## src/rtl/evt_dly_pkg.sv

```systemverilog
package evt_dly_pkg;

  // occupancy of the input latch and the two overflow stores
  typedef struct packed {
    logic held;
    logic st1;
    logic st2;
  } occ_t;

  localparam int unsigned MAX_ORDER = 2;

endpackage

```

## src/rtl/evt_sync_edge.sv

```systemverilog
module evt_sync_edge #(
  parameter int unsigned STAGES = 2
) (
  input  logic clk,
  input  logic rst_n,
  input  logic async_i,
  output logic rise_o
);

  logic [STAGES-1:0] chain_q;
  logic              prev_q;

  always_ff @(posedge clk or negedge rst_n) begin
    if (!rst_n) begin
      chain_q <= '0;
      prev_q  <= 1'b0;
    end else begin
      chain_q <= {chain_q[STAGES-2:0], async_i};
      prev_q  <= chain_q[STAGES-1];
    end
  end

  assign rise_o = chain_q[STAGES-1] & ~prev_q;

  AST_RISE_SINGLE: assert property (@(posedge clk) disable iff (!rst_n)
    rise_o |=> !rise_o);

endmodule

```

## src/rtl/shift_timer.sv

```systemverilog
module shift_timer #(
  parameter int unsigned DIV = 8
) (
  input  logic clk,
  input  logic rst_n,
  output logic tick_o
);

  localparam int unsigned CW = (DIV > 2) ? $clog2(DIV) : 1;
  localparam logic [CW-1:0] LAST = CW'(DIV - 1);

  logic [CW-1:0] cnt_q, cnt_d;

  always_comb begin
    cnt_d = (cnt_q == LAST) ? '0 : cnt_q + 1'b1;
  end

  always_ff @(posedge clk or negedge rst_n) begin
    if (!rst_n) cnt_q <= '0;
    else        cnt_q <= cnt_d;
  end

  assign tick_o = (cnt_q == LAST);

  AST_TICK_SPACED: assert property (@(posedge clk) disable iff (!rst_n)
    tick_o |=> !tick_o);

endmodule

```

## src/rtl/derand_buf.sv

```systemverilog
module derand_buf
  import evt_dly_pkg::*;
#(
  parameter int unsigned ORDER = 2
) (
  input  logic clk,
  input  logic rst_n,
  input  logic evt_i,
  input  logic tick_i,
  output logic shift_bit_o,
  output logic drop_o
);

  localparam bit USE_ST1 = (ORDER >= 1);
  localparam bit USE_ST2 = (ORDER >= MAX_ORDER);

  occ_t occ_q, occ_a, occ_d;
  logic drop_d;
  logic occ_en;

  // arrival first, then release at the period boundary
  always_comb begin
    occ_a  = occ_q;
    drop_d = 1'b0;
    if (evt_i) begin
      if (!occ_q.held)                 occ_a.held = 1'b1;
      else if (USE_ST1 && !occ_q.st1)  occ_a.st1  = 1'b1;
      else if (USE_ST2 && !occ_q.st2)  occ_a.st2  = 1'b1;
      else                             drop_d     = 1'b1;
    end
    shift_bit_o = occ_a.held;
    occ_d = occ_a;
    if (tick_i) begin
      occ_d.held = occ_a.st1 | occ_a.st2;
      if (occ_a.st2) occ_d.st2 = 1'b0;
      else           occ_d.st1 = 1'b0;
    end
  end

  assign occ_en = evt_i | tick_i;

  always_ff @(posedge clk or negedge rst_n) begin
    if (!rst_n) begin
      occ_q  <= '0;
      drop_o <= 1'b0;
    end else begin
      if (occ_en) occ_q <= occ_d;
      drop_o <= drop_d;
    end
  end

  AST_ST2_NEEDS_ST1: assert property (@(posedge clk) disable iff (!rst_n)
    occ_q.st2 |-> occ_q.st1);
  AST_ST2_FIRST_OUT: assert property (@(posedge clk) disable iff (!rst_n)
    tick_i && occ_q.st1 && occ_q.st2 |=> occ_q.held && occ_q.st1 && !occ_q.st2);
  AST_STORE_DRAIN: assert property (@(posedge clk) disable iff (!rst_n)
    tick_i && !evt_i && occ_q.st1 && !occ_q.st2 |=> occ_q.held && !occ_q.st1);
  AST_DROP_WHEN_FULL: assert property (@(posedge clk) disable iff (!rst_n)
    evt_i && occ_q.held && (!USE_ST1 || occ_q.st1) && (!USE_ST2 || occ_q.st2) |=> drop_o);
  AST_FREE_LATCH_KEEPS: assert property (@(posedge clk) disable iff (!rst_n)
    evt_i && !occ_q.held |=> !drop_o);

endmodule

```

## src/rtl/delay_line.sv

```systemverilog
module delay_line #(
  parameter int unsigned DEPTH = 16
) (
  input  logic clk,
  input  logic rst_n,
  input  logic shift_en_i,
  input  logic din_i,
  output logic dout_o
);

  logic [DEPTH-1:0] sr_q;

  always_ff @(posedge clk or negedge rst_n) begin
    if (!rst_n)          sr_q <= '0;
    else if (shift_en_i) sr_q <= {sr_q[DEPTH-2:0], din_i};
  end

  assign dout_o = sr_q[DEPTH-1];

  AST_LINE_HOLDS: assert property (@(posedge clk) disable iff (!rst_n)
    !shift_en_i |=> $stable(dout_o));

endmodule

```

## src/rtl/evt_derand_delay.sv

```systemverilog
module evt_derand_delay #(
  parameter int unsigned DEPTH     = 16,
  parameter int unsigned SHIFT_DIV = 8,
  parameter int unsigned ORDER     = 2
) (
  input  logic clk,
  input  logic rst_n,
  input  logic evt_async,
  output logic shift_tick,
  output logic dly_out,
  output logic drop_o
);

  logic [1:0] rst_pipe_q;
  logic       rst_int_n;
  logic       rise;
  logic       tick;
  logic       shift_bit;

  // reset asserts at once and releases two edges later
  always_ff @(posedge clk or negedge rst_n) begin
    if (!rst_n) rst_pipe_q <= 2'b00;
    else        rst_pipe_q <= {rst_pipe_q[0], 1'b1};
  end
  assign rst_int_n = rst_pipe_q[1];

  evt_sync_edge #(.STAGES(2)) u_sync (
    .clk(clk), .rst_n(rst_int_n), .async_i(evt_async), .rise_o(rise)
  );

  shift_timer #(.DIV(SHIFT_DIV)) u_timer (
    .clk(clk), .rst_n(rst_int_n), .tick_o(tick)
  );

  derand_buf #(.ORDER(ORDER)) u_buf (
    .clk(clk), .rst_n(rst_int_n), .evt_i(rise), .tick_i(tick),
    .shift_bit_o(shift_bit), .drop_o(drop_o)
  );

  delay_line #(.DEPTH(DEPTH)) u_line (
    .clk(clk), .rst_n(rst_int_n), .shift_en_i(tick),
    .din_i(shift_bit), .dout_o(dly_out)
  );

  assign shift_tick = tick;

  AST_QUIET_IN_RESET: assert property (@(posedge clk)
    !rst_int_n |-> !dly_out && !drop_o && !shift_tick);

endmodule

```

## config.mk

```make
export PLATFORM = sky130hd
export DESIGN_NAME = evt_derand_delay
export DESIGN_NICKNAME = d
export VERILOG_FILES = /design/src/rtl/evt_dly_pkg.sv /design/src/rtl/evt_sync_edge.sv /design/src/rtl/shift_timer.sv /design/src/rtl/derand_buf.sv /design/src/rtl/delay_line.sv /design/src/rtl/evt_derand_delay.sv
export SDC_FILE = /design/constraint.sdc
export NUM_CORES = 1
export LEC_CHECK = 0
export BUFFER_PORTS_ARGS = -buffer_cell sky130_fd_sc_hd__buf_2
export CAP_MARGIN = 15
export CORE_UTILIZATION = 45
export CTS_CLUSTER_SIZE = 30
export DETAILED_ROUTE_END_ITERATION = 16
export MAX_ROUTING_LAYER = met4
export PLACE_DENSITY = 0.7
export SETUP_SLACK_MARGIN = 0.02
export SLEW_MARGIN = 20
export SYNTH_ARGS = -nofsm -noshare
export SYNTH_HDL_FRONTEND = slang
export SYNTH_SLANG_ARGS = --single-unit
```

## constraint.sdc

```tcl
create_clock -name clk -period 1.3 [get_ports clk]
set_input_delay 0.26 -clock clk [delete_from_list [all_inputs] [get_ports clk]]
set_output_delay 0.26 -clock clk [all_outputs]
set_load 0.02 [all_outputs]
```

==> results by group <==
Global routing
  – Total GRT Usage: 14.6%
  – First-pass GRT wire length: 2.46 mm
  – Grt total ovfl: 0
  – Initial antenna violation count: 0
  – Vias in the first global route: 540
  – Largest net degree at the start of global routing: 27

Floorplan
  – Initial Utilization: about half
  – Core Region: 2020 um^2
  – Die Ht: just under 50 um
  – Die width: 49.1 um
  – I/O pin total: 6
  – Die ar.: approximately 2400 um^2
  – Rows: 16

Finish
  – Layout Nets: 84
  – Diodes inserted: 0
  – Post-route cell area: 1190 um^2
  – Layout cell share with drive strength beyond 1: between 40% and 50%
  – Layout area overhead: 19.0%

Placed design
  – Final Wtd Congestion: around 0.71
  – Hpwl dp: 874 um
  – Buffers on Ports: 5
  – DP Area: about 1100 um^2

Timing
  – Min Hold Slack: 0.0467 ns
  – Max-slew violations: 0
  – Final worst slack: -0.159 ns
  – Crit share post-route: 112%
  – RSZ-0062 raised after global routing: true
  – Skew final: approximately 0.010 ns
  – Hold Violations, Final: 0
  – Max Freq: a little under 700 MHz
  – Finish-stage setup viols: 17
  – Tmin final: around 1.5 ns

Yosys
  – YS warnings: 0
  – Syn_area_per_cell: 15.8 um^2
  – Syn Std Cell Area: between 900 and 1000 um^2
  – Synth cell types: 13
  – Yosys reg bits: 28
  – Syn Nets: 68
  – Cells after Synth: 63
  – Sequential area share after synthesis: 70.2%

Route
  – Drt pass-1 iters: 4
  – WL/cell: 13.9 um
  – Detailed-route vias per instance: 4.98
  – Total number of vias: 523
  – DR DRC count: 0
  – Detail Route Antenna Nets: 0
  – Final WL: 1.46 mm
  – Initial DRC count: 12

Clock network
  – H-Tree Depth: 1
  – Root buffer cell: clkbuf_4
  – Clk slew on worst S/H paths: 0.12 ns
  – Worst-Skew Late Latency: about 0.32 ns
  – Max clock buf depth: 2
  – CTS tree: yes
  – TritonCTS buffer count: 3
  – CTS sink cnt: 28

Run status
  – Failing checks: setup timing
  – Outcome: finished with violations

Power and ir drop
  – Pwr dens: 1120 nW/um^2
  – Lkg Pwr: 0.000542 uW
  – Max IR drop VDD: around 0.00083 V

Worst setup path
  – CP endpoint: shift_tick
  – Worst R2R Path Depth: 5
  – CP Class: flop to output port
  – Crit. End Element: output port
  – R2R Path End: u_line.sr_q[2]
  – Required time worst endpoint: 1.04 ns
  – Reg2reg start: u_timer.cnt_q[0]
  – Arr. time, crit path: 1.20 ns
  – Worst setup SP type: flop
  – Setup crit start: u_timer.cnt_q[0]
  – Flop2flop setup slack: -0.10 ns
  – Crit-path max FO: 3

Run
  – MaxCap Viol Count: 0

Min path
  – Hold Path Stages: 1
  – Worst hold-check path type: primary input to flop
-- flip-flops by register name, indices dropped and copies added, names as in the netlist --
register / count
u_buf.occ_q: 3
u_sync.prev_q: 1
u_line.sr_q: 16
u_timer.cnt_q: 3
u_buf.drop_o: 1
u_sync.chain_q: 2
rst_pipe_q: 2
-- cell families after synthesis --
family / share of synthesized area (%)
DFF: 70.2
muxes: 16.9
and+or+nand+nor: 4.64
AOI/OAI and AO/OA: 2.76
buffers and inverters: 2.63
adders and majority gates: 2.51
other: 0.376
-- placed cells by master (no fill, tap or decap) --
| cell | n |
|---|---|
| a21oi_1 | 3 |
| a31oi_1 | 1 |
| a31oi_4 | 1 |
| buf_2 | 4 |
| buf_4 | 5 |
| buf_6 | 3 |
| clkbuf_4 | 3 |
| clkbuf_8 | 1 |
| conb_1 | 1 |
| dfrtp_1 | 28 |
| dlygate4sd3_1 | 1 |
| ha_2 | 1 |
| ha_4 | 1 |
| inv_1 | 1 |
| mux2_2 | 15 |
| nand2_1 | 1 |
| nand3_1 | 1 |
| nor2_1 | 5 |
| nor2b_4 | 1 |
| nor3_4 | 1 |
-- metrics by stage --
stage          worst slack [ns]  TNS [ns]  power (uW)  instances  util (%)
6_report                 -0.159     -1.22        1330        105      58.8
5_1_grt                  -0.214     -1.97        1390        105      58.8
4_1_cts                  -0.180     -1.23        1350        104      57.1
3_5_place_dp            -0.0374    -0.290         950         95      52.7
3_3_place_gp            0.00870         0         949         95      52.7
2_1_floorplan           0.00813         0         935         63         -
-- power by group --
| group | switching (uW) | internal [uW] |
|---|---|---|
| Clock | 223 | 171 |
| Combinational | 31.0 | 15.4 |
| Sequential | 7.33 | 886 |
| Total | 261 | 1070 |
-- critical path: stages (launching register included) --
cell and delay [ns]:
dfrtp_1 0.41, ha_2 0.19, ha_4 0.17, buf_6 0.13
-- cells in the mapped netlist --
library cell,number,area (um^2)
a21oi_1,3,15.0
a31oi_1,2,12.5
buf_6,2,22.5
conb_1,1,3.75
dfrtp_1,28,701
ha_1,2,25.0
inv_1,1,3.75
mux2_2,15,169
nand2_1,1,3.75
nand3_1,1,5.00
nor2_1,5,18.8
nor2b_4,1,13.8
nor3_1,1,5.00
-- how the worst min path moves through the flow --
stage | end | slack [ns] | from
floorplan | rst_pipe_q[0] | -0.04 | rst_n
global placement | rst_pipe_q[0] | 0.04 | rst_n
detailed placement | rst_pipe_q[1] | 0.05 | rst_n
CTS | u_sync.chain_q[0] | 0.03 | evt_async
global route | u_sync.chain_q[0] | 0.02 | evt_async
finish | u_sync.chain_q[0] | 0.05 | evt_async
-- layer usage --
layer / global-route usage, % / share of wire, %
met5: - / 0
met4: 2.94 / 0.89
met3: 5.61 / 2.8
met2: 22.8 / 52
met1: 18.1 / 44
-- layout make-up --
cell class / count / area [um^2]
Tap cell: 27 / 33.8
Fill cell: 155 / 833
Sequential cell: 28 / 701
Multi-Input combinational cell: 32 / 313
Inverter: 1 / 3.75
Clock buffer: 4 / 36.3
Timing Repair Buffer: 13 / 101
-- repair_timing --
item / 4_1_cts / 5_1_grt
pin swaps: 2 / 2
endpoints found under the hold margin: 2 / 0
resized for setup: 4 / 3
setup endpoints to repair: 16 / 19
buffers inserted: 4 / 1
hold buffers: 1 / 0
(Power assumes the default switching activity.)
